<file path="config.mk">
export PLATFORM = sky130hd
export DESIGN_NAME = twin_timer
export DESIGN_NICKNAME = d
export VERILOG_FILES = /design/src/rtl/twin_timer_pkg.sv /design/src/rtl/twin_timer_chan.sv /design/src/rtl/twin_timer_regmap.sv /design/src/rtl/twin_timer.sv
export SDC_FILE = /design/constraint.sdc
export NUM_CORES = 1
export LEC_CHECK = 0
export ABC_AREA = 1
export CORE_MARGIN = 2
export CORE_UTILIZATION = 55
export CTS_BUF_LIST = sky130_fd_sc_hd__clkbuf_16
export DETAILED_ROUTE_END_ITERATION = 16
export PLACE_DENSITY = 0.74
export SYNTH_ARGS = -nofsm -noshare
export SYNTH_HDL_FRONTEND = slang
export SYNTH_SLANG_ARGS = --single-unit
</file>
<file path="constraint.sdc">
create_clock -name clk -period 3.9 [get_ports clk]
set_input_delay 0.39 -clock clk [delete_from_list [all_inputs] [get_ports clk]]
set_output_delay 0.39 -clock clk [all_outputs]
set_load 0.02 [all_outputs]
</file>
<file path="src/rtl/twin_timer_pkg.sv">
package twin_timer_pkg;

    localparam int CTRL_W = 11;

    // control word, bit 10 down to bit 0
    typedef struct packed {
        logic bcast;    // 10 start every channel
        logic pwm_en;   // 9  stored only
        logic flag;     // 8  sticky event, write 1 to clear
        logic run;      // 7
        logic ev_ie;    // 6
        logic preset;   // 5
        logic arld;     // 4
        logic cap_en;   // 3  stored only
        logic out_en;   // 2  stored only
        logic down;     // 1
        logic mode;     // 0  stored only
    } ctrl_t;

    localparam int OFS_CTRL = 4'h0;
    localparam int OFS_LOAD = 4'h4;
    localparam int OFS_CNT  = 4'h8;

endpackage

</file>
<file path="src/rtl/twin_timer_chan.sv">
module twin_timer_chan
    import twin_timer_pkg::*;
#(
    parameter int W = 32
) (
    input  logic              clk,
    input  logic              rst_n,
    input  logic              ctrl_we_i,
    input  logic              ld_we_i,
    input  logic              bcast_i,
    input  logic [W-1:0]      wdata_i,
    output logic [CTRL_W-1:0] ctrl_o,
    output logic [W-1:0]      ldv_o,
    output logic [W-1:0]      cnt_o
);

    typedef struct packed {
        ctrl_t        ctrl;
        logic [W-1:0] ldv;
        logic [W-1:0] cnt;
    } chan_t;

    chan_t s_d, s_q;
    ctrl_t wr;
    logic [W-1:0] term;
    logic at_term, roll;

    always_comb begin
        s_d     = s_q;
        wr      = ctrl_t'(wdata_i[CTRL_W-1:0]);
        term    = s_q.ctrl.down ? '0 : '1;
        at_term = (s_q.cnt == term);
        roll    = s_q.ctrl.run && !s_q.ctrl.preset && at_term;

        if (s_q.ctrl.preset) begin
            s_d.cnt = s_q.ldv;
        end else if (s_q.ctrl.run) begin
            if (at_term) begin
                if (s_q.ctrl.arld) s_d.cnt = s_q.ldv;
            end else if (s_q.ctrl.down) begin
                s_d.cnt = s_q.cnt - 1'b1;
            end else begin
                s_d.cnt = s_q.cnt + 1'b1;
            end
        end

        if (ld_we_i) s_d.ldv = wdata_i;

        if (ctrl_we_i) begin
            s_d.ctrl      = wr;
            s_d.ctrl.run  = wr.run | wr.bcast;
            s_d.ctrl.flag = s_q.ctrl.flag & ~wr.flag;
        end else if (roll && !s_q.ctrl.arld) begin
            s_d.ctrl.run = 1'b0;
        end

        if (bcast_i) s_d.ctrl.run  = 1'b1;
        if (roll)    s_d.ctrl.flag = 1'b1;
    end

    always_ff @(posedge clk or negedge rst_n) begin
        if (!rst_n) s_q <= '0;
        else        s_q <= s_d;
    end

    assign ctrl_o = s_q.ctrl;
    assign ldv_o  = s_q.ldv;
    assign cnt_o  = s_q.cnt;

endmodule

</file>
<file path="src/rtl/twin_timer_regmap.sv">
module twin_timer_regmap
    import twin_timer_pkg::*;
#(
    parameter int N_CH   = 2,
    parameter int W      = 32,
    parameter int ADDR_W = 5
) (
    input  logic [ADDR_W-1:0]              addr_i,
    input  logic                           we_i,
    input  logic [W-1:0]                   wdata_i,
    input  logic [N_CH-1:0][CTRL_W-1:0]    ctrl_i,
    input  logic [N_CH-1:0][W-1:0]         ldv_i,
    input  logic [N_CH-1:0][W-1:0]         cnt_i,
    output logic [N_CH-1:0]                ctrl_we_o,
    output logic [N_CH-1:0]                ld_we_o,
    output logic                           bcast_o,
    output logic [W-1:0]                   rdata_o
);

    int         sel;
    logic [3:0] ofs;

    always_comb begin
        sel     = int'(addr_i >> 4);
        ofs     = addr_i[3:0];
        rdata_o = '0;
        for (int c = 0; c < N_CH; c++) begin
            ctrl_we_o[c] = we_i && (sel == c) && (ofs == 4'(OFS_CTRL));
            ld_we_o[c]   = we_i && (sel == c) && (ofs == 4'(OFS_LOAD));
            if (sel == c) begin
                case (ofs)
                    4'(OFS_CTRL): rdata_o[CTRL_W-1:0] = ctrl_i[c];
                    4'(OFS_LOAD): rdata_o = ldv_i[c];
                    4'(OFS_CNT):  rdata_o = cnt_i[c];
                    default:      rdata_o = '0;
                endcase
            end
        end
        bcast_o = (|ctrl_we_o) && wdata_i[CTRL_W-1];
    end

endmodule

</file>
<file path="src/rtl/twin_timer.sv">
module twin_timer
    import twin_timer_pkg::*;
#(
    parameter int N_CH   = 2,
    parameter int W      = 32,
    localparam int ADDR_W = $clog2(N_CH) + 4
) (
    input  logic              clk,
    input  logic              rst_n,
    input  logic [ADDR_W-1:0] bus_addr,
    input  logic              bus_we,
    input  logic [W-1:0]      bus_wdata,
    output logic [W-1:0]      bus_rdata,
    output logic              irq
);

    logic [N_CH-1:0][CTRL_W-1:0] ctrl_w;
    logic [N_CH-1:0][W-1:0]      ldv_w;
    logic [N_CH-1:0][W-1:0]      cnt_w;
    logic [N_CH-1:0]             ctrl_we, ld_we;
    logic                        bcast;
    logic                        irq_d, irq_q;

    twin_timer_regmap #(.N_CH(N_CH), .W(W), .ADDR_W(ADDR_W)) u_map (
        .addr_i   (bus_addr),
        .we_i     (bus_we),
        .wdata_i  (bus_wdata),
        .ctrl_i   (ctrl_w),
        .ldv_i    (ldv_w),
        .cnt_i    (cnt_w),
        .ctrl_we_o(ctrl_we),
        .ld_we_o  (ld_we),
        .bcast_o  (bcast),
        .rdata_o  (bus_rdata)
    );

    for (genvar c = 0; c < N_CH; c++) begin : g_ch
        twin_timer_chan #(.W(W)) u_ch (
            .clk      (clk),
            .rst_n    (rst_n),
            .ctrl_we_i(ctrl_we[c]),
            .ld_we_i  (ld_we[c]),
            .bcast_i  (bcast),
            .wdata_i  (bus_wdata),
            .ctrl_o   (ctrl_w[c]),
            .ldv_o    (ldv_w[c]),
            .cnt_o    (cnt_w[c])
        );
    end

    always_comb begin
        irq_d = 1'b0;
        for (int c = 0; c < N_CH; c++) begin
            irq_d = irq_d | (ctrl_w[c][8] & ctrl_w[c][6]);
        end
    end

    always_ff @(posedge clk or negedge rst_n) begin
        if (!rst_n) irq_q <= 1'b0;
        else        irq_q <= irq_d;
    end

    assign irq = irq_q;

endmodule

</file>
Word-level counts from Yosys, hierarchy flattened
Index checks and enable logic that the tools add are counted.
Widths: inputs -> output; s select.

operators by class
  add/sub/neg operators = 4
  equality and inequality tests = 6
  muxes and demuxes = 28
  bitwise logic cells = 7
  reductions and logical operators = 28

operator list
  cell                   number
  $mux 32                14
  $pmux 11 s3            2
  $add 32x1->32 const B  2
  $eq 32x32->1           2
  $sub 32x1->32 const B  2
  $pmux 21 s3            1
  $pmux 21 s2            1
  $logic_not 32->1       1
  $logic_and 1x1->1      13
  $mux 1                 10
  $reduce_bool 2->1      4
  $ne 3x1->1 const B     2
  $reduce_bool 3->1      2
  $and 1x1->1            4
  $eq 4x3->1 const B     1
  $eq 4x4->1 const B     1
  $logic_not 1->1        4
  $logic_not 4->1        1
  $reduce_and 2->1       2
  $or 1x1->1             2
  $reduce_or 2->1        1
  $not 1->1              1

word-level totals
  bits in registers = 151
  bits of input ports = 40
  output and inout bits = 33

Longest topological paths before layout
Gate-level depths: netlist (run 1).

  depth after elaboration = 7
  mapped depth = 14
  gate-level depth less buffers = 13

Modules after synthesis
From an unflattened synthesis (run 1), not the netlist that was laid out.

second synthesis, totals
  cells, all modules = 2,108
  area total of the unflattened synthesis = 12,944.9 um^2

modules (own cells, without submodules)
  module                          times used  cells an instance  area each (um^2)  sequential area each (um^2)
  twin_timer_chan (g_ch[1].u_ch)  1           870                5,636.7           1,876.8
  twin_timer_chan (g_ch[0].u_ch)  1           870                5,600.4           1,876.8
  twin_timer_regmap               1           364                1,671.6           0.0
  twin_timer                      1           4                  36.3              25.0

Worst setup path after synthesis (run 1)
Ideal clock, no wire load.

  path type = reg2reg
  start point = register g_ch[0].u_ch.s_q, in the netlist g_ch[0].u_ch.ctrl_o[1]
  end point = register g_ch[0].u_ch.s_q, in the netlist g_ch[0].u_ch.cnt_o[18]
  arrival time = 2,411 ps
  required time = 3,784 ps
  slack = 1,372 ps
  stages on the path, launching flop included = 14
  buffers on the path = 1
  period minus slack after synthesis = 2,528 ps
  path through = dfrtp_1 ha_1 nand2_2 nor2_4 inv_2 nor2_2 nand4_4 nand2_8 inv_6 buf_6 nor2_2 nor2_1 nand2_1 nand2_1

on the way
  longest elaborated chain between the ends = 5
  elaborated cells between the ends (all ways) = 8
  classes of those cells = 2 x eq/ne; 5 x mux; 1 x reduce/logical

RTL lines
  element                   RTL line               RTL
  start: declaration        twin_timer_chan.sv:23  chan_t s_d, s_q;
  start signal: assignment  twin_timer_chan.sv:62  if (!rst_n) s_q <= '0;
  start signal: assignment  twin_timer_chan.sv:63  else s_q <= s_d;
  $mux 32                   twin_timer_chan.sv:31  term = s_q.ctrl.down ? '0 : '1;
  $eq 32x32->1              twin_timer_chan.sv:32  at_term = (s_q.cnt == term);
  $mux 32                   twin_timer_chan.sv:38  if (at_term) begin
  $mux 32                   twin_timer_chan.sv:37  end else if (s_q.ctrl.run) begin
  $mux 32                   twin_timer_chan.sv:35  if (s_q.ctrl.preset) begin

Parallel ways exist; a longest one is shown, timed or not. The select of a mux whose other input is x is not followed.
A chain may end at the register's enable or synchronous reset.

Worst setup path in the final report (run 1)
  start point = input port bus_addr[1]
  end point = output port bus_rdata[13]

on the way
  longest elaborated chain between the ends = 5
  elaborated cells between the ends (all ways) = 7
  classes of those cells = 2 x eq/ne; 4 x mux; 1 x reduce/logical

RTL lines
  element                                          RTL line                 RTL
  start: declaration                               twin_timer.sv:10         input logic [ADDR_W-1:0] bus_addr,
  $eq 4x4->1 / $eq 4x3->1 (equally long branches)  twin_timer_regmap.sv:31  case (ofs)
  $pmux 21 s2                                      twin_timer_regmap.sv:31
  $mux 32                                          twin_timer_regmap.sv:30  if (sel == c) begin
  $pmux 21 s3                                      twin_timer_regmap.sv:31
  $mux 32 *                                        twin_timer_regmap.sv:30
  end: declaration                                 twin_timer.sv:13         output logic [W-1:0] bus_rdata,

Mark *: on every way between the ends. The rest lies on a longest branch, timed or not.

==> out/metrics.csv, run 1 <==
metric,value,unit
Synth area leaders,"dfrtp_1 (30%), nand2_1 (25%), inv_1 (9.4%), ha_1 (6.0%), nand3_1 (5.0%)",
Final Max Slew Viols,0,
clock latency at the later pin of the worst-skew pair,440,ps
post-route clock period utilization,0.862,
setup TNS,0,ps
outcome,finished with violations,
DR WL/cell,16.2,um
sequential power share,0.261,
Max IR drop VDD,0.000414,V
Worst EP required,3510,ps
fmax,297,MHz
CP max-delay cell,clkdlybuf4s50_1,
Rel. slew slack,0.328,
register area share after synthesis,0.300,
ANT nets after route,0,
Net Sw Power,5.13,mW
"Critical Path, Cell by Cell",clkdlybuf4s50_1 > nor2_1 > nand2_1 > nor2_4 > inv_1 > o21ai_0 > nand2_1 > nand2_1 > clkdlybuf4s50_1,
post-layout min period,3360,ps
post-synthesis cell area,12600,um^2
"area leader, netlist",dfrtp_1,
largest net degree at the start of global routing,78,
Seq cells post-synth,151,
global-route wire length before repair,62900,um
unrepaired setup endpoints after global routing,false,
Max Used Layer,met4,
final WL,38600,um
# nets final,2182,
worst hold slack,-29.1,ps
FP Rows,55,
YS warnings,0,
routed wl met2,17700,um
Static Leak,7.84,nW
Crit path top cell by count,nand2_1,
syn nets,2133,
# DRC,0,
Post-Syn Instances,2031,
max-cap violations,0,
layout cells sized above 1,0.0540,
Initial Utilization,0.559,
clock buffer depth,2,
WL met1,17900,um
vias per cell,5.35,
Die Area,24200,um^2
crit-path max cell delay,620,ps
Die W,155,um
PortBufs,72,
Comb power frac,0.569,
Vias,12700,
Int Pwr,4.99,mW
# H-tree levels,4,
Yosys cell types,42,
Die Ht,155,um
WL met3,2310,um
Post-CTS Hold Buffers,0,
initial antenna violation count,0,
post-CTS setup buffer count,0,
CTS sink count,151,
clock root buffer,clkbuf_16,
Ports,73,
Worst Max-Slew Pin Slew,1000,ps
Fin. Hold Viols,21,
CP Max Fanout,20,
CTS Buf Count,17,
Critical Setup Path Class,in2out,
global placer's final weighted congestion,0.970,
failing checks,negative hold slack,
PD cells,715,nW/um^2
Clock Power Share,0.170,
post-DP HPWL,30300,um
CP endpoint kind,primary output,
Iter 0 DRT Violations,1205,
Main synth FF type,dfrtp_1,
first-pass detailed-route iteration total,6,
final-layout fill cell count,2177,
Async SR Flop Fraction,1.00,
Core ar.,22600,um^2
CP arrival,2970,ps
Pwr Total,10.1,mW
GRT Util Overall,0.330,
Setup crit start kind,input pin,
synthesized area per cell,6.21,um^2
"CTS clk-pin slew, worst paths",70,ps
diode count,0,
vias in the first global route,12000,
CTS resizes,0,
global route overflow,0,
Final setup viols,0,
Yosys top cell area share,0.300,
Final Skew,11.5,ps
area delta synth->final,12.3,%
sw frac,0.507,
Post-synth EDFFs,0,
HP Class,in2async,
CTS tree,done,
through the flow:
stage          instances  setup slack (ps)   util  cell area (um^2)
2_1_floorplan       2031              1370      -             12600
3_3_place_gp        2346               707  0.600             13500
3_5_place_dp        2346               580  0.600             13500
4_1_cts             2378               560  0.627             14200
5_1_grt             2378               308  0.627             14200
6_report            2378               537  0.627             14200
flip-flops by register name, indices dropped and copies added (netlist names):
name,cells
g_ch.u_ch.cnt_o,64
g_ch.u_ch.ctrl_o,22
g_ch.u_ch.ldv_o,64
irq,1
area by class of cell:
class                      instances  area, um^2  area share
sequential                       151        3780       0.267
clock buffer                      17         425      0.0300
tap                              285         357      0.0252
timing repair buffer              87         885      0.0625
clock inverter                    15         185      0.0131
inverter                         322        1220      0.0859
multi-input combinational       1501        7310       0.516
worst max-delay path, delay by kind of cell:
kind	cells	cell delay, ps
buf+inv	3	1400
simple gates	5	870
compound gates	1	310
power groups by stage:
stage	Combinational [mW]	Sequential [mW]	Clock (mW)
floorplan	4.32	2.42	0
global placement	5.61	2.64	0
detailed placement	5.68	2.63	0
CTS	5.73	2.60	1.73
global route	6.55	2.68	1.79
finish	5.76	2.64	1.72
final timing paths:
check	cells past startpoint	start	slack (ps)	end
worst max-delay path	9	bus_addr[1]	540	bus_rdata[13]
worst max register to register	12	g_ch[0].u_ch.ctrl_o[1]$_DFFE_PN0P_	940	g_ch[0].u_ch.cnt_o[18]$_DFFE_PN0P_
min in group clk	1	g_ch[1].u_ch.ctrl_o[5]$_DFFE_PN0P_	460	g_ch[1].u_ch.ctrl_o[8]$_DFFE_PN0P_
worst min-delay path	1	rst_n	-30	g_ch[1].u_ch.cnt_o[4]$_DFFE_PN0P_
worst min register to register	1	g_ch[1].u_ch.ctrl_o[5]$_DFFE_PN0P_	460	g_ch[1].u_ch.ctrl_o[8]$_DFFE_PN0P_
max in group asynchronous	2	rst_n	3030	g_ch[0].u_ch.ldv_o[27]$_DFFE_PN0P_
cells in the final DEF (no fill, tap or decap), drive strengths merged:
| cell type | n |
|---|---|
| nand2 | 851 |
| inv | 326 |
| nor2 | 159 |
| dfrtp | 151 |
| nand3 | 134 |
| o21ai | 130 |
| clkdlybuf4s50 | 71 |
| ha | 60 |
| a21oi | 46 |
| a22o | 27 |
| xnor2 | 23 |
| clkbuf | 17 |
| a221oi | 16 |
| buf | 16 |
| o22ai | 14 |
| nand4 | 12 |
| nor3 | 10 |
| clkinv | 9 |
| xor2 | 8 |
| o21bai | 3 |
| a21o | 2 |
| o31ai | 2 |
| fa | 2 |
| bufinv | 2 |
| o211ai | 1 |
| and2 | 1 |
layer usage:
metal  vias to the layer above  GRT usage
met5                         -          0
met4                         0     0.0769
met3                        48     0.0426
met2                       426      0.536
met1                      5811      0.470
li1                       6428          -
logic make-up (layout without fill, tap and decap cells):
group                    Yosys count  in the layout  synth area share
AO/OA/AOI/OAI                    241            241             0.113
XOR/XNOR                          31             31            0.0215
adder cells (fa/ha/maj)           62             62            0.0627
buffers and inverters            379            441             0.121
flip-flops                       151            151             0.300
AND/OR/NAND/NOR                 1167           1167             0.382
Yosys cell counts, types with 2 or more instances:
master,n
nand2_1,835
inv_1,315
dfrtp_1,151
nor2_1,132
nand3_1,126
o21ai_0,122
ha_1,60
a21oi_1,46
a22o_1,27
xnor2_1,23
clkbuf_1,22
nor2_2,20
a221oi_1,16
buf_2,14
nand2_2,14
o22ai_1,14
nand4_1,10
nor3_1,9
buf_6,8
nand3_2,8
xor2_1,8
buf_1,7
nor2_4,7
buf_4,5
o21ai_1,4
o21ai_2,4
inv_2,3
o21bai_1,3
a21o_1,2
clkinv_1,2
fa_1,2
o31ai_1,2
No activity file was read; power rests on OpenSTA's default activity.
==> run 2, diff against run 1 <==
--- a/config.mk
+++ b/config.mk
@@ -6,6 +6,7 @@
 export NUM_CORES = 1
 export LEC_CHECK = 0
 export ABC_AREA = 1
+export CAP_MARGIN = 20
 export CORE_MARGIN = 2
 export CORE_UTILIZATION = 55
 export CTS_BUF_LIST = sky130_fd_sc_hd__clkbuf_16
==> results of run 2 <==
No change in the layout: final DEF, timing and power equal those of run 1.
